[config.mk]
export PLATFORM = sky130hd
export DESIGN_NAME = wcs_reporter
export DESIGN_NICKNAME = d
export VERILOG_FILES = /design/src/rtl/wcs_pkg.sv /design/src/rtl/wcs_read_tracker.sv /design/src/rtl/wcs_write_hold.sv /design/src/rtl/wcs_status_mux.sv /design/src/rtl/wcs_reporter.sv
export SDC_FILE = /design/constraint.sdc
export NUM_CORES = 1
export LEC_CHECK = 0
export ABC_AREA = 1
export BUFFER_PORTS_ARGS = -buffer_cell sky130_fd_sc_hd__buf_2
export CAP_MARGIN = 20
export CORE_MARGIN = 5
export CORE_UTILIZATION = 40
export CTS_CLUSTER_SIZE = 28
export DETAILED_ROUTE_END_ITERATION = 12
export PLACE_DENSITY_LB_ADDON = 0.05
export REMOVE_ABC_BUFFERS = 1
export SETUP_SLACK_MARGIN = 0.2
export SYNTH_ARGS = -nofsm -noshare
export SYNTH_HDL_FRONTEND = slang
export SYNTH_SLANG_ARGS = --single-unit
[constraint.sdc]
create_clock -name clk -period 1.8 [get_ports clk]
set_clock_uncertainty 0.15 [all_clocks]
set_input_delay 0.18 -clock clk [delete_from_list [all_inputs] [get_ports clk]]
set_output_delay 0.18 -clock clk [all_outputs]
set_load 0.005 [all_outputs]
[src/rtl/wcs_pkg.sv]
package wcs_pkg;

    // Bit positions within the status byte, counted down from the top bit.
    function automatic int poll_pos(input int dw);
        return dw - 1;
    endfunction

    function automatic int tog_pos(input int dw);
        return dw - 2;
    endfunction

    typedef enum logic [1:0] {
        VIEW_ARRAY  = 2'd0,
        VIEW_TOGGLE = 2'd1,
        VIEW_POLL   = 2'd2
    } view_e;

endpackage

[src/rtl/wcs_read_tracker.sv]
module wcs_read_tracker (
    input  logic clk,
    input  logic rst_n,
    input  logic sel_n_i,
    input  logic rden_n_i,
    input  logic busy_i,
    output logic rd_en_o,
    output logic tog_o
);
    typedef struct packed {
        logic rd;
        logic tog;
    } trk_t;

    trk_t st_d, st_q;
    logic rd_now;
    logic rd_end;

    assign rd_now = !sel_n_i && !rden_n_i;

    always_comb begin
        st_d    = st_q;
        rd_end  = st_q.rd && !rd_now;
        st_d.rd = rd_now;
        if (rd_end && busy_i) begin
            st_d.tog = !st_q.tog;
        end
    end

    always_ff @(posedge clk or negedge rst_n) begin
        if (!rst_n) begin
            st_q <= '0;
        end else begin
            st_q <= st_d;
        end
    end

    assign rd_en_o = rd_now;
    assign tog_o   = st_q.tog;
endmodule

[src/rtl/wcs_write_hold.sv]
module wcs_write_hold #(
    parameter int AW = 17,
    parameter int DW = 8
) (
    input  logic          clk,
    input  logic          rst_n,
    input  logic          load_i,
    input  logic          reject_i,
    input  logic [AW-1:0] addr_i,
    input  logic [DW-1:0] data_i,
    output logic          armed_o,
    output logic [AW-1:0] addr_o,
    output logic [DW-1:0] data_o
);
    typedef struct packed {
        logic          armed;
        logic [AW-1:0] addr;
        logic [DW-1:0] data;
    } hold_t;

    hold_t st_d, st_q;

    always_comb begin
        st_d = st_q;
        if (load_i) begin
            st_d.addr  = addr_i;
            st_d.data  = data_i;
            st_d.armed = 1'b1;
        end
        if (reject_i) begin
            st_d.armed = 1'b0;
        end
    end

    always_ff @(posedge clk or negedge rst_n) begin
        if (!rst_n) begin
            st_q <= '0;
        end else begin
            st_q <= st_d;
        end
    end

    assign armed_o = st_q.armed;
    assign addr_o  = st_q.addr;
    assign data_o  = st_q.data;
endmodule

[src/rtl/wcs_status_mux.sv]
module wcs_status_mux
    import wcs_pkg::*;
#(
    parameter int AW = 17,
    parameter int DW = 8
) (
    input  logic          rd_en_i,
    input  logic          busy_i,
    input  logic          armed_i,
    input  logic          tog_i,
    input  logic [AW-1:0] held_addr_i,
    input  logic [DW-1:0] held_data_i,
    input  logic [AW-1:0] rd_addr_i,
    input  logic [DW-1:0] array_data_i,
    output logic [DW-1:0] data_o
);
    localparam int PB = poll_pos(DW);
    localparam int TB = tog_pos(DW);

    view_e view;

    always_comb begin
        if (!busy_i) begin
            view = VIEW_ARRAY;
        end else if (armed_i && rd_addr_i == held_addr_i) begin
            view = VIEW_POLL;
        end else begin
            view = VIEW_TOGGLE;
        end
    end

    always_comb begin
        data_o = '0;
        if (rd_en_i) begin
            case (view)
                VIEW_POLL: begin
                    data_o     = held_data_i;
                    data_o[PB] = !held_data_i[PB];
                    data_o[TB] = tog_i;
                end
                VIEW_TOGGLE: begin
                    data_o     = array_data_i;
                    data_o[TB] = tog_i;
                end
                default: data_o = array_data_i;
            endcase
        end
    end
endmodule

[src/rtl/wcs_reporter.sv]
module wcs_reporter #(
    parameter int AW = 17,
    parameter int DW = 8
) (
    input  logic          clk,
    input  logic          rst_n,
    input  logic          busy_i,
    input  logic          wr_load_i,
    input  logic          wr_reject_i,
    input  logic [AW-1:0] wr_addr_i,
    input  logic [DW-1:0] wr_data_i,
    input  logic          sel_n_i,
    input  logic          rden_n_i,
    input  logic [AW-1:0] rd_addr_i,
    input  logic [DW-1:0] array_data_i,
    output logic [DW-1:0] bus_data_o,
    output logic          bus_oe_o
);
    logic          rd_en;
    logic          tog;
    logic          armed;
    logic [AW-1:0] held_addr;
    logic [DW-1:0] held_data;

    wcs_read_tracker u_trk (
        .clk      (clk),
        .rst_n    (rst_n),
        .sel_n_i  (sel_n_i),
        .rden_n_i (rden_n_i),
        .busy_i   (busy_i),
        .rd_en_o  (rd_en),
        .tog_o    (tog)
    );

    wcs_write_hold #(.AW(AW), .DW(DW)) u_hold (
        .clk      (clk),
        .rst_n    (rst_n),
        .load_i   (wr_load_i),
        .reject_i (wr_reject_i),
        .addr_i   (wr_addr_i),
        .data_i   (wr_data_i),
        .armed_o  (armed),
        .addr_o   (held_addr),
        .data_o   (held_data)
    );

    wcs_status_mux #(.AW(AW), .DW(DW)) u_mux (
        .rd_en_i      (rd_en),
        .busy_i       (busy_i),
        .armed_i      (armed),
        .tog_i        (tog),
        .held_addr_i  (held_addr),
        .held_data_i  (held_data),
        .rd_addr_i    (rd_addr_i),
        .array_data_i (array_data_i),
        .data_o       (bus_data_o)
    );

    assign bus_oe_o = rd_en;
endmodule

* After elaboration in Yosys (flattened, before gate mapping) *
Index checks and enable logic that the tools add are counted.

word-level totals
  bits in registers = 28
  latch bits = 0
  ROM bits = 0
  memories kept = 0
  bits in writable memories = 0
  output and inout port bits = 9

cells by class
  div/mod/pow operators = 0
  magnitude comparators = 0
  multiplexer cells = 6
  reductions and logical operators = 10
  shift-type cells = 0
  equal/unequal tests = 3
  multipliers = 0
  bitwise operators = 0
  $add $sub $neg = 0

operator list
  kind                                                  number
  two-way mux 26 bit                                    1
  equality test 17 bit                                  1
  case mux 8 bit (2 select lines)                       1
  two-way mux 8 bit                                     1
  zero test 1 bit                                       5
  logical AND 1 bit                                     4
  two-way mux 2 bit                                     2
  equality test 2 x 1 -> 1 bit (second input constant)  1
  equality test 2 bit (second input constant)           1
  nonzero test 2 bit                                    1
  two-way mux 1 bit                                     1

* Logic depth before layout (Yosys ltp) *
  depth in word-level cells = 7
  mapped depth = 10
  mapped depth without buffers = 10

* Hierarchy *
A second synthesis with hierarchy kept.

second synthesis, totals
  cell total of the unflattened synthesis = 244
  area total of the unflattened synthesis = 1621.6 um2

modules (own cells, without submodules)
  module            area each (um2)  cells an instance  instances
  wcs_write_hold    1016.0           109                1
  wcs_status_mux    510.5            122                1
  wcs_read_tracker  95.1             13                 1

* Least setup slack after synthesis *
No wires, ideal clock.

  kind = reg2out
  from = reg u_hold.st_q, in the netlist u_hold.addr_o[14]
  to = out bus_data_o[0]
  arrival time = 1.071 ns
  slack = 0.399 ns
  required time = 1.470 ns
  path buffers = 0
  cell stages (with the launch flop) = 10
  path through = dfrtp_1 -> nand2_1 -> nand2_1 -> nor2_1 -> nand2_1 -> nor2_4 -> nand3_4 -> nand2_1 -> nand2_1 -> nor2_1

between the ends
  longest elaborated chain between the ends = 7

RTL lines
  what                                                                        line                  source
  start, declared                                                             wcs_write_hold.sv:21  hold_t st_d, st_q;
  start signal, assigned                                                      wcs_write_hold.sv:39  st_q <= st_d;
  equality test 17 bit *                                                      wcs_status_mux.sv:25  end else if (armed_i && rd_addr_i == held_addr_i) begin
  logical AND 1 bit *                                                         wcs_status_mux.sv:25
  two-way mux 2 bit *                                                         wcs_status_mux.sv:25
  two-way mux 2 bit *                                                         wcs_status_mux.sv:23  if (!busy_i) begin
  equality test 2 x 1 -> 1 bit / equality test 2 bit (equally long branches)  wcs_status_mux.sv:35  case (view)
  case mux 8 bit (2 select lines) *                                           wcs_status_mux.sv:35
  two-way mux 8 bit *                                                         wcs_status_mux.sv:34  if (rd_en_i) begin
  end, declared                                                               wcs_reporter.sv:16    output logic [DW-1:0] bus_data_o,

Every way passes the cells marked *; elsewhere a longest branch is shown, timed or not.

* Worst setup path in the final report *
  from = reg u_hold.st_q, in the netlist u_hold.addr_o[7]
  to = out bus_data_o[7]

Same word-level chain as after synthesis.

==> impl_metrics.json <==
{
  "drt_iter0_drc": 56,
  "number_of_max_cap_violations": 0,
  "slowest_delay_ps": 350,
  "post_drt_via_cell_ratio": 4.28,
  "netlist.top_cell.by_area": "sky130_fd_sc_hd__dfrtp_1",
  "final_min_period_over_clock_period_pct": 108,
  "cp_cell_sequence": "inv_1 -> nand2_1 -> nand2_1 -> nor2_1 -> nand2_2 -> nor2_4 -> nand3_4 -> nand2_2 -> nand2_1 -> nor2_1 -> buf_2",
  "ys.warnings.count": 0,
  "grt_first_pass_wirelength_um": 6670,
  "setup.worst_path.end_class": "primary output",
  "violations": "setup timing",
  "drc": 0,
  "final_layout_size_suffix_gt1_share_pct": 30.1,
  "synth-seq-cells": 27,
  "number_of_global_route_vias_before_repair": 1662,
  "route.final.wire_length_um": 3910,
  "setup_viol_count_final": 7,
  "grt_util_met1_pct": 19.7,
  "static-leakage-power_nw": 1.35,
  "h-tree-depth": 1,
  "layout-area-overhead-vs-synth_pct": 45.0,
  "post_layout_nonfiller_instances": 385,
  "clock_sinks": 27,
  "critical-path-slowest-cell": "sky130_fd_sc_hd__dfrtp_1",
  "cp.arrival_ps": 1610,
  "outcome": "complete, but fails checks",
  "grt_use_met2_pct": 26.3,
  "critical_path.most_common_cell": "sky130_fd_sc_hd__nand2_1",
  "worstSetupStartpointType": "flop",
  "finalMaxSlewViolations": 0,
  "post-route-util_pct": 59.5,
  "placeableCoreArea_um2": 3970,
  "antenna_cells_inserted": 0,
  "timing.hold.worst_endpoint": "u_trk.tog_o$_DFFE_PN0P_",
  "syn-mean-instance-area_um2": 6.71,
  "pre_cts_slack_ps": 125,
  "path_clk_slew_ps": 90,
  "die_area_um2": 5450,
  "design.final.nets": 393,
  "worst_pin_slew_ps": 607,
  "grt_start_max_net_pins": 28,
  "syn_inst": 243,
  "die_height_um": 73.8,
  "first_pass_iters": 4,
  "crit_family": "simple AND/OR/NAND/NOR gates",
  "clock_tree_from_tritoncts": "done",
  "synth.distinct_cells": 19,
  "post_dp_cell_area_um2": 2000,
  "min-delay-path-class": "input pin to flop",
  "postLayoutCellArea_um2": 2360,
  "register_area_um2": 676,
  "rows": 23,
  "grt.overflow.total": 0,
  "clk-insertion-delay-late_ps": 270,
  "max_freq_mhz": 516,
  "cts_root_buf": "sky130_fd_sc_hd__clkbuf_8",
  "initial_core_util_pct": 41.1,
  "port_buffers": 64,
  "synthesis.area_um2": 1630,
  "grt.met3_usage_pct": 3.56,
  "postLayoutSetupSlackWorst_ps": -138,
  "finalSetupTns_ps": -802,
  "design_power_total_mw": 1.41,
  "seq_area_frac_synth_pct": 41.4,
  "dr_total_vias": 1648,
  "regToRegSetupSlack_ps": 870,
  "numCtsBuffers": 3,
  "grt_antenna_before_repair": 0,
  "fillers": 394,
  "place_congestion": 0.744,
  "synth_top_area_share_pct": 41.4,
  "clock_tree.buffer_depth": 2,
  "data_required_critical_path_ps": 1470,
  "worstPathMaxFanout": 8,
  "timing_worst_setup_path_type": "flop to primary output",
  "dp_cells": 353,
  "reg2regPathDepth": 1,
  "power_per_cell_area_nw_per_um2": 597,
  "worst_min_path_start": "sel_n_i",
  "postRouteAntennaNets": 0,
  "grt_busiest_layer": "met2",
  "routedWlPerCell_um": 10.1,
  "r2r-start": "u_hold.addr_o[0]$_DFFE_PN0P_",
  "critPathBufInv": 2,
  "r2r_path_end": "u_hold.addr_o[0]$_DFFE_PN0P_",
  "finalWorstPathRequiredPeriod_ps": 1940,
  "hold_viol": 0,
  "whs_path_depth": 4,
  "track_usage_pct": 15.4,
  "slew_headroom_pct": 59.5,
  "multi_input_comb_area_um2": 810,
  "hold_ws_ps": 134,
  "boundaryPins": 66,
  "dp_hpwl_um": 2960,
  "synthTopCellsByArea": "sky130_fd_sc_hd__dfrtp_1 41%, sky130_fd_sc_hd__nand2_1 20%, sky130_fd_sc_hd__inv_1 9.9%",
  "worst_ir_drop_vdd_mv": 0.332,
  "die_width_um": 73.8,
  "grt_setup_unrepaired": "true"
}
-- layout by cell type, fill, tap and decap left out --
master | Yosys | routed
sky130_fd_sc_hd__nor2_4 | 3 | 3
sky130_fd_sc_hd__nand2_1 | 87 | 77
sky130_fd_sc_hd__nor2_1 | 37 | 33
sky130_fd_sc_hd__clkinv_1 | 1 | 1
sky130_fd_sc_hd__dlygate4sd3_1 | 0 | 27
sky130_fd_sc_hd__nand3_1 | 4 | 3
sky130_fd_sc_hd__dfrtp_1 | 27 | 27
sky130_fd_sc_hd__xnor2_1 | 1 | 1
sky130_fd_sc_hd__mux2_2 | 7 | 7
sky130_fd_sc_hd__buf_4 | 0 | 2
sky130_fd_sc_hd__a21oi_1 | 1 | 1
sky130_fd_sc_hd__clkinv_2 | 0 | 1
sky130_fd_sc_hd__buf_2 | 1 | 64
sky130_fd_sc_hd__nor2_2 | 1 | 5
sky130_fd_sc_hd__inv_2 | 0 | 3
sky130_fd_sc_hd__inv_1 | 43 | 40
sky130_fd_sc_hd__clkbuf_8 | 0 | 3
sky130_fd_sc_hd__xor2_1 | 1 | 1
sky130_fd_sc_hd__o21ai_1 | 2 | 2
sky130_fd_sc_hd__nand3_4 | 1 | 1
sky130_fd_sc_hd__nand4_1 | 3 | 3
sky130_fd_sc_hd__nand2_2 | 1 | 11
sky130_fd_sc_hd__o21ai_0 | 18 | 18
sky130_fd_sc_hd__nand3_2 | 0 | 1
-- how the worst max path moves through the flow --
stage / from / endpoint / cells after the start
2_1_floorplan: u_hold.addr_o[14]$_DFFE_PN0P_ / bus_data_o[0] / 9
3_3_place_gp: u_hold.addr_o[0]$_DFFE_PN0P_ / bus_data_o[0] / 9
3_5_place_dp: u_hold.addr_o[0]$_DFFE_PN0P_ / bus_data_o[0] / 9
4_1_cts: u_hold.addr_o[5]$_DFFE_PN0P_ / bus_data_o[5] / 11
5_1_grt: u_hold.addr_o[16]$_DFFE_PN0P_ / bus_data_o[7] / 11
6_report: u_hold.addr_o[7]$_DFFE_PN0P_ / bus_data_o[7] / 11
-- per-layer routing --
metal | share of wire, % | wire length (µm)
met1 | 47 | 1820
met2 | 47 | 1820
met3 | 5.9 | 231
met4 | 0.84 | 33
met5 | 0 | 0
-- Yosys cell counts (all sizes together) --
| cell type | number |
|---|---|
| xor2 | 1 |
| clkbuf | 4 |
| nor2 | 41 |
| mux2 | 7 |
| o21ai | 20 |
| clkinv | 1 |
| inv | 43 |
| dfrtp | 27 |
| a21oi | 1 |
| nand3 | 5 |
| nand4 | 3 |
| nand2 | 88 |
| xnor2 | 1 |
| buf | 1 |
-- registers in the layout, indices dropped and copies added (netlist names) --
register	flops
u_hold.armed_o	1
u_trk.st_q	1
u_hold.data_o	7
u_trk.tog_o	1
u_hold.addr_o	17
-- where the power goes --
group | switching (mW) | total, mW | internal [mW]
Sequential | 0.0369 | 0.707 | 0.670
Combinational | 0.182 | 0.363 | 0.181
Clock | 0.188 | 0.342 | 0.155
-- timing repair --
item	CTS	global route
hold buffers	27	0
pin swaps	3	10
setup buffers	0	1
hold endpoints to repair	53	0
setup endpoints to repair	7	7
gates resized for setup	1	17
-- layout make-up --
class,instances,area share [%]
Tap cell,50,2.65
Timing Repair Buffer,93,25.6
Multi-Input combinational cell,167,34.2
Inverter,44,6.98
Clock buffer,3,1.75
Sequential cell,27,28.6
Clock inverter,1,0.212
-- logic make-up after synthesis --
family,synth area share (%)
AOI/OAI and AO/OA,6.45
xor gates and xnor gates,1.07
buffers and inverters,11.4
DFF,41.4
muxes,4.84
and+or+nand+nor,34.8
No activity file was read; power rests on OpenSTA's default activity.
